File: config.mk
export PLATFORM = sky130hd
export DESIGN_NAME = ipi_cmd_decoder
export DESIGN_NICKNAME = d
export VERILOG_FILES = /design/src/rtl/ipi_cmd_pkg.sv /design/src/rtl/ipi_cmd_regs.sv /design/src/rtl/ipi_cmd_issue.sv /design/src/rtl/ipi_cmd_decoder.sv
export SDC_FILE = /design/constraint.sdc
export NUM_CORES = 1
export LEC_CHECK = 0
export ABC_AREA = 1
export CORE_MARGIN = 3
export CORE_UTILIZATION = 50
export DETAILED_ROUTE_END_ITERATION = 7
export DONT_BUFFER_PORTS = 1
export PLACE_DENSITY = 0.64
export SETUP_SLACK_MARGIN = 0.05
export SYNTH_ARGS = -nofsm -noshare
export SYNTH_HDL_FRONTEND = slang
export SYNTH_HIERARCHICAL = 1
export SYNTH_SLANG_ARGS = --single-unit
export TNS_END_PERCENT = 1
File: constraint.sdc
create_clock -name clk -period 2.22 [get_ports clk]
set_input_delay 0.222 -clock clk [delete_from_list [all_inputs] [get_ports clk]]
set_output_delay 0.222 -clock clk [all_outputs]
set_load 0.05 [all_outputs]
File: src/rtl/ipi_cmd_pkg.sv
`timescale 1ns/1ps
package ipi_cmd_pkg;
  localparam int DEST_W = 32;
  localparam int VEC_W  = 8;

  typedef enum logic [1:0] {
    KIND_SEND     = 2'd0,
    KIND_ARB_SYNC = 2'd1,
    KIND_STARTUP  = 2'd2
  } ipi_kind_e;

  localparam logic [2:0] DLV_FIXED   = 3'b000;
  localparam logic [2:0] DLV_INIT    = 3'b101;
  localparam logic [2:0] DLV_STARTUP = 3'b110;
  localparam logic [1:0] SH_SELF     = 2'b01;

  typedef struct packed {
    ipi_kind_e           kind;
    logic [VEC_W-1:0]    vector;
    logic [2:0]          dlv;
    logic                dest_mode;
    logic                trigger;
    logic [1:0]          shorthand;
    logic [DEST_W-1:0]   dest;
  } ipi_req_t;

  // Sort a command into the kind the resolver acts on.
  function automatic ipi_kind_e f_kind(input logic [2:0] dlv, input logic lvl,
                                       input logic trg);
    if (dlv == DLV_STARTUP)                  return KIND_STARTUP;
    if (dlv == DLV_INIT && !lvl && trg)      return KIND_ARB_SYNC;
    return KIND_SEND;
  endfunction

  // Destination as seen in each addressing style.
  function automatic logic [DEST_W-1:0] f_dest(input logic ext,
                                               input logic [31:0] hi);
    if (ext) return hi;
    return {{(DEST_W-8){1'b0}}, hi[31:24]};
  endfunction

  function automatic ipi_req_t f_decode(input logic [31:0] lo,
                                        input logic [DEST_W-1:0] dest);
    ipi_req_t r;
    r.kind      = f_kind(lo[10:8], lo[14], lo[15]);
    r.vector    = lo[7:0];
    r.dlv       = lo[10:8];
    r.dest_mode = lo[11];
    r.trigger   = lo[15];
    r.shorthand = lo[19:18];
    r.dest      = dest;
    return r;
  endfunction

  function automatic ipi_req_t f_self(input logic [VEC_W-1:0] vec);
    ipi_req_t r;
    r.kind      = KIND_SEND;
    r.vector    = vec;
    r.dlv       = DLV_FIXED;
    r.dest_mode = 1'b0;
    r.trigger   = 1'b0;
    r.shorthand = SH_SELF;
    r.dest      = '0;
    return r;
  endfunction
endpackage

File: src/rtl/ipi_cmd_regs.sv
`timescale 1ns/1ps
module ipi_cmd_regs
  import ipi_cmd_pkg::*;
#(
  parameter int             IDX_W      = 8,
  parameter logic [IDX_W-1:0] IDX_CMD_LO = 8'h30,
  parameter logic [IDX_W-1:0] IDX_CMD_HI = 8'h31,
  parameter logic [IDX_W-1:0] IDX_SELF   = 8'h3F
) (
  input  logic             clk,
  input  logic             rst_n,
  input  logic             ext_mode_i,
  input  logic             wr_en_i,
  input  logic [IDX_W-1:0] wr_idx_i,
  input  logic [63:0]      wr_data_i,
  input  logic             slot_busy_i,
  output logic             cmd_fire_o,
  output ipi_req_t         cmd_o,
  output logic             wr_reject_o,
  output logic             wr_illegal_o
);
  logic [31:0] hi_q;
  logic [31:0] hi_next;
  logic        is_lo, is_hi, is_self, is_known, is_cmd;

  always_comb begin
    is_lo    = (wr_idx_i == IDX_CMD_LO);
    is_hi    = (wr_idx_i == IDX_CMD_HI);
    is_self  = (wr_idx_i == IDX_SELF);
    is_known = is_lo | is_hi | is_self;
    is_cmd   = is_lo | is_self;
  end

  always_comb begin
    wr_reject_o  = wr_en_i && ((is_hi && ext_mode_i) ||
                               (is_self && !ext_mode_i) ||
                               (is_cmd && slot_busy_i));
    wr_illegal_o = wr_en_i && !is_known;
    cmd_fire_o   = wr_en_i && is_cmd && !wr_reject_o;
  end

  always_comb begin
    hi_next = ext_mode_i ? wr_data_i[63:32] : hi_q;
    if (is_self) cmd_o = f_self(wr_data_i[VEC_W-1:0]);
    else         cmd_o = f_decode(wr_data_i[31:0], f_dest(ext_mode_i, hi_next));
  end

  always_ff @(posedge clk) begin
    if (!rst_n) begin
      hi_q <= '0;
    end else if (wr_en_i && !wr_reject_o) begin
      if (is_lo && ext_mode_i) hi_q <= wr_data_i[63:32];
      if (is_hi)               hi_q <= wr_data_i[31:0];
    end
  end
endmodule

File: src/rtl/ipi_cmd_issue.sv
`timescale 1ns/1ps
module ipi_cmd_issue
  import ipi_cmd_pkg::*;
(
  input  logic     clk,
  input  logic     rst_n,
  input  logic     cmd_fire_i,
  input  ipi_req_t cmd_i,
  input  logic     req_ready_i,
  output logic     req_valid_o,
  output ipi_req_t req_o,
  output logic     slot_busy_o
);
  logic     pend_q;
  ipi_req_t pend_req_q;
  logic     valid_q;
  ipi_req_t out_q;

  always_ff @(posedge clk) begin
    if (!rst_n) begin
      pend_q     <= 1'b0;
      pend_req_q <= '0;
      valid_q    <= 1'b0;
      out_q      <= '0;
    end else begin
      valid_q <= 1'b0;
      if (pend_q && req_ready_i) begin
        out_q   <= pend_req_q;
        valid_q <= 1'b1;
        pend_q  <= 1'b0;
      end else if (cmd_fire_i && req_ready_i) begin
        out_q   <= cmd_i;
        valid_q <= 1'b1;
      end else if (cmd_fire_i) begin
        pend_q     <= 1'b1;
        pend_req_q <= cmd_i;
      end
    end
  end

  assign req_valid_o = valid_q;
  assign req_o       = out_q;
  assign slot_busy_o = pend_q;
endmodule

File: src/rtl/ipi_cmd_decoder.sv
`timescale 1ns/1ps
module ipi_cmd_decoder
  import ipi_cmd_pkg::*;
#(
  parameter int             IDX_W      = 8,
  parameter logic [IDX_W-1:0] IDX_CMD_LO = 8'h30,
  parameter logic [IDX_W-1:0] IDX_CMD_HI = 8'h31,
  parameter logic [IDX_W-1:0] IDX_SELF   = 8'h3F
) (
  input  logic             clk,
  input  logic             rst_n,
  input  logic             ext_mode_i,
  input  logic             wr_en_i,
  input  logic [IDX_W-1:0] wr_idx_i,
  input  logic [63:0]      wr_data_i,
  output logic             wr_err_o,
  output logic             esr_illegal_o,
  input  logic             req_ready_i,
  output logic             req_valid_o,
  output logic [1:0]       req_kind_o,
  output logic [7:0]       req_vector_o,
  output logic [2:0]       req_dlv_o,
  output logic             req_dest_mode_o,
  output logic             req_trigger_o,
  output logic [1:0]       req_shorthand_o,
  output logic [31:0]      req_dest_o
);
  logic     cmd_fire;
  ipi_req_t cmd;
  logic     wr_reject;
  logic     wr_illegal;
  logic     slot_busy;
  ipi_req_t req;
  logic     err_q;
  logic     esr_q;

  ipi_cmd_regs #(
    .IDX_W(IDX_W), .IDX_CMD_LO(IDX_CMD_LO), .IDX_CMD_HI(IDX_CMD_HI),
    .IDX_SELF(IDX_SELF)
  ) regs_i (
    .clk(clk), .rst_n(rst_n), .ext_mode_i(ext_mode_i), .wr_en_i(wr_en_i),
    .wr_idx_i(wr_idx_i), .wr_data_i(wr_data_i), .slot_busy_i(slot_busy),
    .cmd_fire_o(cmd_fire), .cmd_o(cmd), .wr_reject_o(wr_reject),
    .wr_illegal_o(wr_illegal)
  );

  ipi_cmd_issue issue_i (
    .clk(clk), .rst_n(rst_n), .cmd_fire_i(cmd_fire), .cmd_i(cmd),
    .req_ready_i(req_ready_i), .req_valid_o(req_valid_o), .req_o(req),
    .slot_busy_o(slot_busy)
  );

  always_ff @(posedge clk) begin
    if (!rst_n) begin
      err_q <= 1'b0;
      esr_q <= 1'b0;
    end else begin
      err_q <= wr_reject | wr_illegal;
      esr_q <= esr_q | wr_illegal;
    end
  end

  assign wr_err_o        = err_q;
  assign esr_illegal_o   = esr_q;
  assign req_kind_o      = req.kind;
  assign req_vector_o    = req.vector;
  assign req_dlv_o       = req.dlv;
  assign req_dest_mode_o = req.dest_mode;
  assign req_trigger_o   = req.trigger;
  assign req_shorthand_o = req.shorthand;
  assign req_dest_o      = req.dest;
endmodule

==> flow_summary.toml <==
[critical_path]
path_max_fanout = 23
end_kind = "register"
start_kind = "register"
required_ps = 2470
arrival_ps = 1940
path_class = "reg2reg"

[run_status]
status = "finished, final reports clean"

[clock_tree]
htreeDepth = 3
clkSlewWorstSetupHoldPaths_ps = 70
cts_resized = 0
cts-root-buf = "clkbuf_16"
cts_tree = "yes"
clkLatencyLatePin_ps = 350
numCtsBuffers = 9
clock_path_buffers = 2
clock_sinks = 110

[sta]
period_needed_ps = 1690
fin_crit_sh = 0.763
slew_headroom = 0.403
max_freq_ghz = 0.591
tightest_slew_ps = 892
finalSetupTns_ps = 0
maxSlewViolCount = 0
fin_skew_ps = 3.05
finalHoldViolCount = 0
setup_viol = 0
rsz0062_at_grt = "no"

[grt]
grt_pass1_wl_um = 24200
grt_max_degree = 60
antenna_found_initial = 0
grt_overflow_total = 0
grt_pass1_vias = 4920
grt_usage = 0.228

[placed_design]
dp_hpwl_um = 9100
gp_congestion = 0.776
io_buffers = 0

[route]
drc = 0
drt_first_pass_iters = 4
finalWirelength_um = 14900
ant_nets = 0
vias = 5351
dr.first_iter.drc_count = 303
avgRoutedWirePerCell_um = 13.2
viasPerCell = 4.75

[floorplanning]
rows = 39
core_region_area_mm2 = 0.0117
fp.dieH_um = 116
die-width_um = 116
pin_count = 129
die-area_mm2 = 0.0136
start_util = 0.523

[layout]
fin_nets = 1055
post_route_cells_drive_above_1_share = 0.0560
nFillCells = 1253
antenna_cells = 0
syn2layout_area_growth_pct = 5.77
post-route-util = 0.553

[run]
max_cap_violations = 0

[synthesis]
synthDominantCellAreaShare = 0.361
synth_area_leader_cell = "dfxtp_1"
avgSynthCellArea_um2 = 6.02
ys.flop_type = "dfxtp_1"
synth-seq-cells = 110
seq_area_frac_synth = 0.361
synth.area.top_cells = "dfxtp_1, nand2_1, nor2_1, inv_1, nand3b_1"
asyncSetResetFlopFracSynth = 0
synth_cells = 1013
yosys.cell_types.count = 26
yosysWarningCount = 6
synth-edff-count = 0
syn-num-nets = 1090
synth_area_mm2 = 0.00610

[power_and_ir_drop]
vdd_drop_max_uv = 310
leakage_nw = 3.43
p_per_area_mw_per_mm2 = 609

[worst_hold_path]
min_path_type = "in2reg"
[path summary, 6_finish.rpt]
path,startpoint,to,slack [ps],cells past startpoint
setup / recovery,issue_i/slot_busy_o$_SDFFE_PP0P_,issue_i/req_o[30]$_SDFFE_PN0P_,530,8
hold reg to reg,issue_i/pend_req_q[15]$_SDFFE_PN0P_,issue_i/pend_req_q[15]$_SDFFE_PN0P_,480,2
setup reg to reg,issue_i/slot_busy_o$_SDFFE_PP0P_,issue_i/req_o[30]$_SDFFE_PN0P_,530,8
hold / removal,rst_n,issue_i/pend_req_q[5]$_SDFFE_PN0P_,10,2
[cells in the mapped netlist, types with 2 or more instances]
cell	number
inv_1	172
dfxtp_1	110
buf_2	22
inv_2	2
clkbuf_1	28
o21ai_0	52
nand2_2	7
nand2_1	313
nor4_1	2
nand3b_1	49
nor2_1	201
nand3_1	18
buf_6	7
o21ai_1	5
buf_4	14
[cell type report]
| cell class | count | area [um2] | share of cell area |
|---|---|---|---|
| multi-input cells | 657 | 2840 | 0.441 |
| flip-flops and latches | 110 | 2200 | 0.342 |
| inverters | 174 | 653 | 0.101 |
| clock buffers | 14 | 284 | 0.0441 |
| repair buffers | 26 | 250 | 0.0388 |
| well taps | 143 | 179 | 0.0278 |
| clock inverters | 2 | 37.5 | 0.00582 |
[worst max-delay path, cell delays in order (launching register included)]
cell and delay, ps:
dfxtp_2 490, nand2_2 130, nand4_1 80, inv_1 80, nand2_2 230, buf_4 330, nand3b_1 110, nand2_1 70
nor2_1 60
[sequential cells by signal, summed over array words and instances (netlist names)]
name                 cells
issue_i/pend_req_q      49
issue_i/req_valid_o      1
issue_i/slot_busy_o      1
wr_err_o                 1
regs_i/hi_q              8
esr_illegal_o            1
issue_i/req_o           49
[logic make-up after synthesis]
family	Yosys count	synth area share
flip-flops	110	0.361
AND/OR/NAND/NOR	598	0.417
buffers and inverters	246	0.173
AO/OA/AOI/OAI	59	0.0488
[cell usage in the layout (no fill, tap or decap), types with 2 or more instances in the layout]
cell type and instances:
nand3_1 18, clkbuf_8 4, buf_4 19, dlygate4sd3_1 4
inv_1 171, o21ai_0 52, dfxtp_1 109, nor2_1 201
o21ai_1 5, inv_2 3, buf_12 2, clkbuf_16 9
nand3b_1 49, nand2_1 312, nand2_2 8, nor4_1 2
[through the flow]
| step | hold WS [ps] | std cells | worst slack (ps) | area [um2] | power (mW) |
|---|---|---|---|---|---|
| finish | 11.7 | 1126 | 527 | 6450 | 3.93 |
| global route | 5.05 | 1126 | 328 | 6450 | 4.09 |
| CTS | 0.00927 | 1126 | 494 | 6450 | 3.99 |
| detailed placement | 299 | 1105 | 231 | 6060 | 2.22 |
| global placement | 300 | 1105 | 261 | 6060 | 2.22 |
| floorplan | 301 | 1013 | 560 | 6100 | 2.24 |
[report_power, final]
group	total, mW	switching [mW]	leakage [nW]	internal, mW
Clock	1.71	0.714	0.155	0.999
Combinational	0.216	0.133	2.39	0.0826
Sequential	2.00	0.0210	0.887	1.98
[per-layer routing]
metal  share of wire  GRT usage
met4           0.016     0.0820
met1            0.48      0.308
met5               0          0
met3           0.074     0.0565
met2            0.43      0.354
[what timing repair did]
| item | in CTS | in global routing |
|---|---|---|
| hold buffers | 5 | 0 |
| endpoints found under the hold margin | 61 | 0 |
| setup buffers | 0 | 0 |
(Power assumes the default switching activity.)
